File: src/rtl/gpio_pio_pkg.sv
package gpio_pio_pkg;

    localparam int ADDR_W = 4;
    localparam int WORD_W = 32;

    typedef enum logic [1:0] {
        TRIG_RISE  = 2'd0,
        TRIG_FALL  = 2'd1,
        TRIG_BOTH  = 2'd2,
        TRIG_LEVEL = 2'd3
    } trig_e;

    // Word index taken from address bits [3:2]
    typedef enum logic [1:0] {
        SEL_DATA = 2'd0,
        SEL_DIR  = 2'd1,
        SEL_MASK = 2'd2,
        SEL_CAP  = 2'd3
    } reg_sel_e;

    typedef enum logic {
        RD_IDLE = 1'b0,
        RD_RESP = 1'b1
    } rd_state_e;

endpackage

File: src/rtl/gpio_in_sync.sv
module gpio_in_sync #(
    parameter int W = 8
) (
    input  logic         clk,
    input  logic         rst_n,
    input  logic [W-1:0] pin_in,
    output logic [W-1:0] sync_q,
    output logic [W-1:0] prev_q
);
    logic [W-1:0] meta_q;

    always_ff @(posedge clk) begin
        if (!rst_n) begin
            meta_q <= '0;
            sync_q <= '0;
            prev_q <= '0;
        end else begin
            meta_q <= pin_in;
            sync_q <= meta_q;
            prev_q <= sync_q;
        end
    end
endmodule

File: src/rtl/gpio_edge_cap.sv
module gpio_edge_cap
    import gpio_pio_pkg::*;
#(
    parameter int    W       = 8,
    parameter trig_e TRIGGER = TRIG_BOTH
) (
    input  logic         clk,
    input  logic         rst_n,
    input  logic [W-1:0] sync_q,
    input  logic [W-1:0] prev_q,
    input  logic [W-1:0] clr_mask,
    output logic [W-1:0] cap_q
);
    logic [W-1:0] evt;

    generate
        if (TRIGGER == TRIG_RISE) begin : g_rise
            assign evt = sync_q & ~prev_q;
        end else if (TRIGGER == TRIG_FALL) begin : g_fall
            assign evt = ~sync_q & prev_q;
        end else if (TRIGGER == TRIG_BOTH) begin : g_both
            assign evt = sync_q ^ prev_q;
        end else begin : g_level
            logic unused_lvl;
            assign unused_lvl = ^{sync_q, prev_q};
            assign evt = '0;
        end
    endgenerate

    // A new event wins over a clearing write in the same cycle
    always_ff @(posedge clk) begin
        if (!rst_n) cap_q <= '0;
        else        cap_q <= (cap_q & ~clr_mask) | evt;
    end

    // a clear with no competing event empties the bit
    p_w1c_r7: assert property (@(posedge clk) disable iff (!rst_n)
        ((clr_mask & ~evt) != '0) |=> ((cap_q & $past(clr_mask & ~evt)) == '0));

    generate
        if (TRIGGER != TRIG_LEVEL) begin : g_chk
            // every detected event is held, clear or not
            p_keep_evt_r8: assert property (@(posedge clk) disable iff (!rst_n)
                (evt != '0) |=> ((cap_q & $past(evt)) == $past(evt)));
        end
    endgenerate
endmodule

File: src/rtl/gpio_ctrl_regs.sv
module gpio_ctrl_regs
    import gpio_pio_pkg::*;
#(
    parameter int W = 8
) (
    input  logic         clk,
    input  logic         rst_n,
    input  logic         wr_hit,
    input  reg_sel_e     sel,
    input  logic [W-1:0] wdata,
    output logic [W-1:0] data_q,
    output logic [W-1:0] dir_q,
    output logic [W-1:0] mask_q,
    output logic [W-1:0] clr_mask
);
    always_ff @(posedge clk) begin
        if (!rst_n) begin
            data_q <= '0;
            dir_q  <= '0;
            mask_q <= '0;
        end else if (wr_hit) begin
            unique case (sel)
                SEL_DATA: data_q <= wdata;
                SEL_DIR:  dir_q  <= wdata;
                SEL_MASK: mask_q <= wdata;
                SEL_CAP:  ;
            endcase
        end
    end

    assign clr_mask = (wr_hit && sel == SEL_CAP) ? wdata : '0;
endmodule

File: src/rtl/gpio_edge_port.sv
module gpio_edge_port
    import gpio_pio_pkg::*;
#(
    parameter int    PIN_COUNT = 12,
    parameter trig_e TRIGGER   = TRIG_BOTH
) (
    input  logic                 clk,
    input  logic                 rst_n,
    input  logic [ADDR_W-1:0]    reg_addr,
    input  logic                 reg_wr_en,
    input  logic                 reg_rd_en,
    input  logic [WORD_W-1:0]    reg_wdata,
    output logic [WORD_W-1:0]    reg_rdata,
    output logic                 reg_rvalid,
    input  logic [PIN_COUNT-1:0] pin_in,
    output logic [PIN_COUNT-1:0] pin_out,
    output logic [PIN_COUNT-1:0] pin_oe,
    output logic                 irq
);
    localparam logic [WORD_W-1:0] PIN_MASK = WORD_W'((64'd1 << PIN_COUNT) - 64'd1);

    logic                 addr_ok, wr_hit;
    reg_sel_e             sel;
    logic [PIN_COUNT-1:0] wr_bits;
    logic [PIN_COUNT-1:0] sync_q, prev_q;
    logic [PIN_COUNT-1:0] data_q, dir_q, mask_q, clr_mask, cap_q;
    logic [WORD_W-1:0]    rd_word, rdata_q;
    rd_state_e            state_q, state_d;

    assign addr_ok = (reg_addr[1:0] == 2'b00);
    assign sel     = reg_sel_e'(reg_addr[3:2]);
    assign wr_hit  = reg_wr_en & addr_ok;
    assign wr_bits = reg_wdata[PIN_COUNT-1:0];

    generate
        if (PIN_COUNT < WORD_W) begin : g_hi
            logic unused_wdata_hi;
            assign unused_wdata_hi = ^reg_wdata[WORD_W-1:PIN_COUNT];
        end
    endgenerate

    gpio_in_sync #(.W(PIN_COUNT)) u_sync (
        .clk(clk), .rst_n(rst_n), .pin_in(pin_in),
        .sync_q(sync_q), .prev_q(prev_q)
    );

    gpio_ctrl_regs #(.W(PIN_COUNT)) u_regs (
        .clk(clk), .rst_n(rst_n), .wr_hit(wr_hit), .sel(sel), .wdata(wr_bits),
        .data_q(data_q), .dir_q(dir_q), .mask_q(mask_q), .clr_mask(clr_mask)
    );

    gpio_edge_cap #(.W(PIN_COUNT), .TRIGGER(TRIGGER)) u_cap (
        .clk(clk), .rst_n(rst_n), .sync_q(sync_q), .prev_q(prev_q),
        .clr_mask(clr_mask), .cap_q(cap_q)
    );

    assign pin_out = data_q;
    assign pin_oe  = dir_q;

    generate
        if (TRIGGER == TRIG_LEVEL) begin : g_irq_lvl
            assign irq = |(sync_q & mask_q);
        end else begin : g_irq_edge
            assign irq = |(cap_q & mask_q);
        end
    endgenerate

    // Read word selection
    always_comb begin
        rd_word = '0;
        if (addr_ok) begin
            unique case (sel)
                SEL_DATA: rd_word = WORD_W'((dir_q & data_q) | (~dir_q & sync_q));
                SEL_DIR:  rd_word = WORD_W'(dir_q);
                SEL_MASK: rd_word = WORD_W'(mask_q);
                SEL_CAP:  rd_word = WORD_W'(cap_q);
            endcase
        end
    end

    // Read response machine: state register
    always_ff @(posedge clk) begin
        if (!rst_n) state_q <= RD_IDLE;
        else        state_q <= state_d;
    end

    always_ff @(posedge clk) begin
        if (!rst_n)         rdata_q <= '0;
        else if (reg_rd_en) rdata_q <= rd_word;
    end

    // Read response machine: transitions and outputs
    always_comb begin
        state_d    = state_q;
        reg_rvalid = 1'b0;
        unique case (state_q)
            RD_IDLE: begin
                if (reg_rd_en) state_d = RD_RESP;
            end
            RD_RESP: begin
                reg_rvalid = 1'b1;
                if (!reg_rd_en) state_d = RD_IDLE;
            end
        endcase
    end

    assign reg_rdata = reg_rvalid ? rdata_q : '0;

    p_rvalid_follows_r2: assert property (@(posedge clk) disable iff (!rst_n)
        reg_rd_en |=> reg_rvalid);
    p_no_stray_rvalid_r2: assert property (@(posedge clk) disable iff (!rst_n)
        !reg_rd_en |=> !reg_rvalid);
    p_upper_zero_r5: assert property (@(posedge clk) disable iff (!rst_n)
        reg_rvalid |-> ((reg_rdata & ~PIN_MASK) == '0));
endmodule

File: config.mk
export PLATFORM = sky130hd
export DESIGN_NAME = gpio_edge_port
export DESIGN_NICKNAME = d
export VERILOG_FILES = /design/src/rtl/gpio_pio_pkg.sv /design/src/rtl/gpio_in_sync.sv /design/src/rtl/gpio_edge_cap.sv /design/src/rtl/gpio_ctrl_regs.sv /design/src/rtl/gpio_edge_port.sv
export SDC_FILE = /design/constraint.sdc
export NUM_CORES = 1
export LEC_CHECK = 0
export BUFFER_PORTS_ARGS = -buffer_cell sky130_fd_sc_hd__clkbuf_2
export CAP_MARGIN = 15
export CORE_MARGIN = 4
export CORE_UTILIZATION = 30
export CTS_BUF_LIST = sky130_fd_sc_hd__clkbuf_4 sky130_fd_sc_hd__clkbuf_8
export DETAILED_ROUTE_END_ITERATION = 8
export PLACE_DENSITY = 0.48
export SYNTH_ARGS = -nofsm -noshare
export SYNTH_HDL_FRONTEND = slang
export SYNTH_SLANG_ARGS = --single-unit
File: constraint.sdc
create_clock -name clk -period 1.5 [get_ports clk]
set_input_delay 0 -clock clk [delete_from_list [all_inputs] [get_ports clk]]
set_output_delay 0 -clock clk [all_outputs]
set_load 0.01 [all_outputs]
==> results summary <==
The remaining routing DRC violations is 0. The run finished with clean final reports. Counting instances in the post-synthesis netlist gives the leading cell types as dfxtp_1 (97), and2_1 (49), nand2_1 (36), o21ai_0 (36). The synthesized area per cell is 9.60 sq um. 0 antenna diodes ended up in the layout. The most frequently used flop master after synthesis is dfxtp_1. The post-detailed-route wirelength per cell is ~16 microns. The first-pass detailed-route iteration total came out at 4. The first-iteration detailed-routing DRC count came out at between 150 and 200. Setup violations remaining at the end of the flow were counted as 0. The proportion of synthesized chip area in sequential cells came out at 0.467.

The total number of vias is 3252. The synthesis-to-layout area growth is 23.1%. The total routing usage reported by global routing is 0.139. The final net count is approximately 570. The worst path in the final design needs a cycle of ~1.5 ns, including I/O delays and setup. Dividing the final minimum period by the clock period gives 0.968. The number of unique standard cell types used by synthesis came out at 29. The level count of the clock H-tree came out at 3. The final hold violation count is 0. The CTS root buffer is clkbuf_8.

The clock slew seen by the registers of the worst setup and hold paths came out at 0.09 ns. The cell area after technology mapping came out at 4160 sq um. The ratio of cells with drive above 1 in the final layout is 0.250. The worst setup path is launched from a register.

The worst-case vdd ir drop came out at 323 uV. The count of yosys warnings during synthesis came out at 0. The final non-filler cell total is 697. Once layout is complete, the utilization of the core stands at 0.382. For this design, the sink count on the clock tree is 97. The height of the die came out at 126 microns.

In this run, CTS created clock tree buffers numbering 9. The critical path is of the register to primary output type. The number of vias per cell after detailed routing is approximately 4.7. The total instance count after detailed placement came out at 655. By instance count, the leading cell after synthesis is dfxtp_1. The cell type with the highest aggregate area in the netlist is dfxtp_1.

The number of buffers inserted by port buffering came out at between 60 and 70. The initialized floorplan defines 42 standard-cell rows. The worst clock skew on the final layout came out at 0.00776 ns.

The headroom to the max-slew limit is 0.462. After technology mapping, the gate count stands at between 400 and 500. The analysis attributes to cell leakage a power of 0.00217 uW. The maximum number of pins on one net before global-route repair is 74. The total count of max-transition violations in the final report came out at 0.

The total global routing overflow is 0. The congestion estimate from routability-driven global placement came to 0.778. The clock latency reported for the late side of the worst-skew pair is roughly 0.36 ns. The wire length of the first global-routing pass is 17400 microns. Setup repair after global routing could not meet its margin everywhere. The number of I/O pins came out at 110. The standard cell core area is 13400 sq um. Along the worst path, the maximum fanout reaches 3. The arrival time reported for the critical path endpoint is between 1 and 1.5 ns. The die footprint is 15800 sq um.

The width of the die came out at 126 microns. Counting the fill cells in the layout gives 1399. The timing-limited maximum frequency is 689 MHz. The number of antenna violations at the first check in global routing came out at 0.

The power density over the cells is 1000 nW/um^2. For the pin with the worst max-slew slack, the measured transition is 0.804 ns. The top-area cell type share of the netlist area is 0.467.

In the synthesized netlist the async set-or-reset flop fraction comes to 0. TritonCTS built the clock tree. The total wire length after detailed routing is between 10000 and 15000 microns. The initial cell density of the core came out at 0.310. In this run the deepest clock path goes through 2 buffers. The data required time of the worst path is 1.50 ns.

The number of register bits inferred by synthesis came out at 97. Ranked by total cell area, the synthesized netlist is headed by dfxtp_1 (47%), and2_1 (7.4%), mux2i_1 (5.8%), o21ai_0 (4.3%), buf_4 (3.8%). The worst setup path is captured at a primary output. The tool flagged a number of max-cap violations equal to 0. Detailed placement finished with a half-perimeter wire length of 7320 microns. The number of global-route vias before repair is a little over 3000. The synthesized design contains 0 enable-type register cells. The path class of the tightest hold or removal check is input port to register. The remaining antenna violation count is 0.
==> cell type report <==
cell class              count  area, sq um  share of cell area
well taps                 176          220              0.0431
multi-input cells         301         1990               0.390
clock buffers              11          151              0.0296
flip-flops and latches     97         1950               0.380
repair buffers            106          723               0.141
clock inverters             5         77.6              0.0152
inverters                   1         3.75            0.000734
==> worst max-delay path: stages, from the launching register on <==
cell,delay [ns]
dfxtp_2,0.35
a22o_1,0.23
a221oi_1,0.21
nand3_1,0.14
buf_2,0.16
==> kinds of logic after synthesis <==
logic type	after synthesis	synth area share
compound gates	102	0.168
flops	97	0.467
simple gates	131	0.173
mux	36	0.0903
buf+inv	54	0.0750
xor+xnor	12	0.0253
other cells	1	0.000902
==> report_power, final <==
part	internal [uW]	leakage, uW	switching [uW]
sequential	2660	0.000792	59.8
combinational	217	0.00126	278
clock	1020	0.000115	902
total	3900	0.00217	1240
==> cells in the final DEF, fill, tap and decap left out, types with 3 or more instances in the layout <==
cell / Yosys / final
clkbuf_2: 0 / 68
nand3_1: 25 / 25
clkbuf_8: 0 / 11
nor2b_1: 13 / 13
nand2_1: 36 / 36
buf_12: 0 / 3
conb_1: 1 / 20
a22o_1: 15 / 15
o221a_2: 12 / 12
mux2i_1: 24 / 24
buf_4: 21 / 9
dlygate4sd3_1: 0 / 25
mux2_2: 12 / 12
o21ai_0: 36 / 36
dfxtp_1: 97 / 94
a41oi_1: 12 / 12
dfxtp_2: 0 / 3
xor2_1: 12 / 12
a21oi_1: 24 / 24
and2_1: 49 / 49
==> path summary, 6_finish.rpt <==
path | start | end | slack (ns) | cells past startpoint
hold reg to reg | u_sync.meta_q[1] | u_sync.sync_q[1] | 0.44 | 1
setup reg to reg | u_regs.dir_q[5] | rdata_q[5] | 0.18 | 3
hold / removal | rst_n | u_regs.dir_q[2] | 0.17 | 4
setup / recovery | u_cap.cap_q[8] | irq | 0.05 | 4
==> registers in the layout, indices dropped and copies added (netlist names) <==
signal,count
u_sync.meta_q,12
u_regs.mask_q,12
state_q,1
u_sync.prev_q,12
u_regs.dir_q,12
u_regs.data_q,12
u_sync.sync_q,12
u_cap.cap_q,12
rdata_q,12
==> routing by layer <==
| layer | GRT usage | vias up | share of wire |
|---|---|---|---|
| li1 | - | 1642 | - |
| met1 | 0.198 | 1489 | 0.48 |
| met3 | 0.0296 | 17 | 0.062 |
| met4 | 0.0721 | 0 | 0.028 |
| met5 | 0 | - | 0 |
| met2 | 0.195 | 104 | 0.43 |
==> timing repair <==
action                     CTS  global route
resized for setup            3             3
setup endpoints to repair    1             1
setup buffers                0             1
hold buffers                25             0
pin swaps                    1             2
hold endpoints to repair    49             0
==> stage by stage <==
stage	setup TNS (ns)	setup WS, ns	instance area, sq um	hold WS [ns]	total power [uW]
global placement	0	0.226	4610	0.210	3220
CTS	0	0.00829	5100	0.145	5210
global route	-0.0389	-0.0389	5110	0.171	5400
finish	0	0.0483	5110	0.172	5140
detailed placement	0	0.205	4610	0.209	3220
floorplan	0	0.227	4230	0.122	3080
Power figures use the tool's default switching activity.
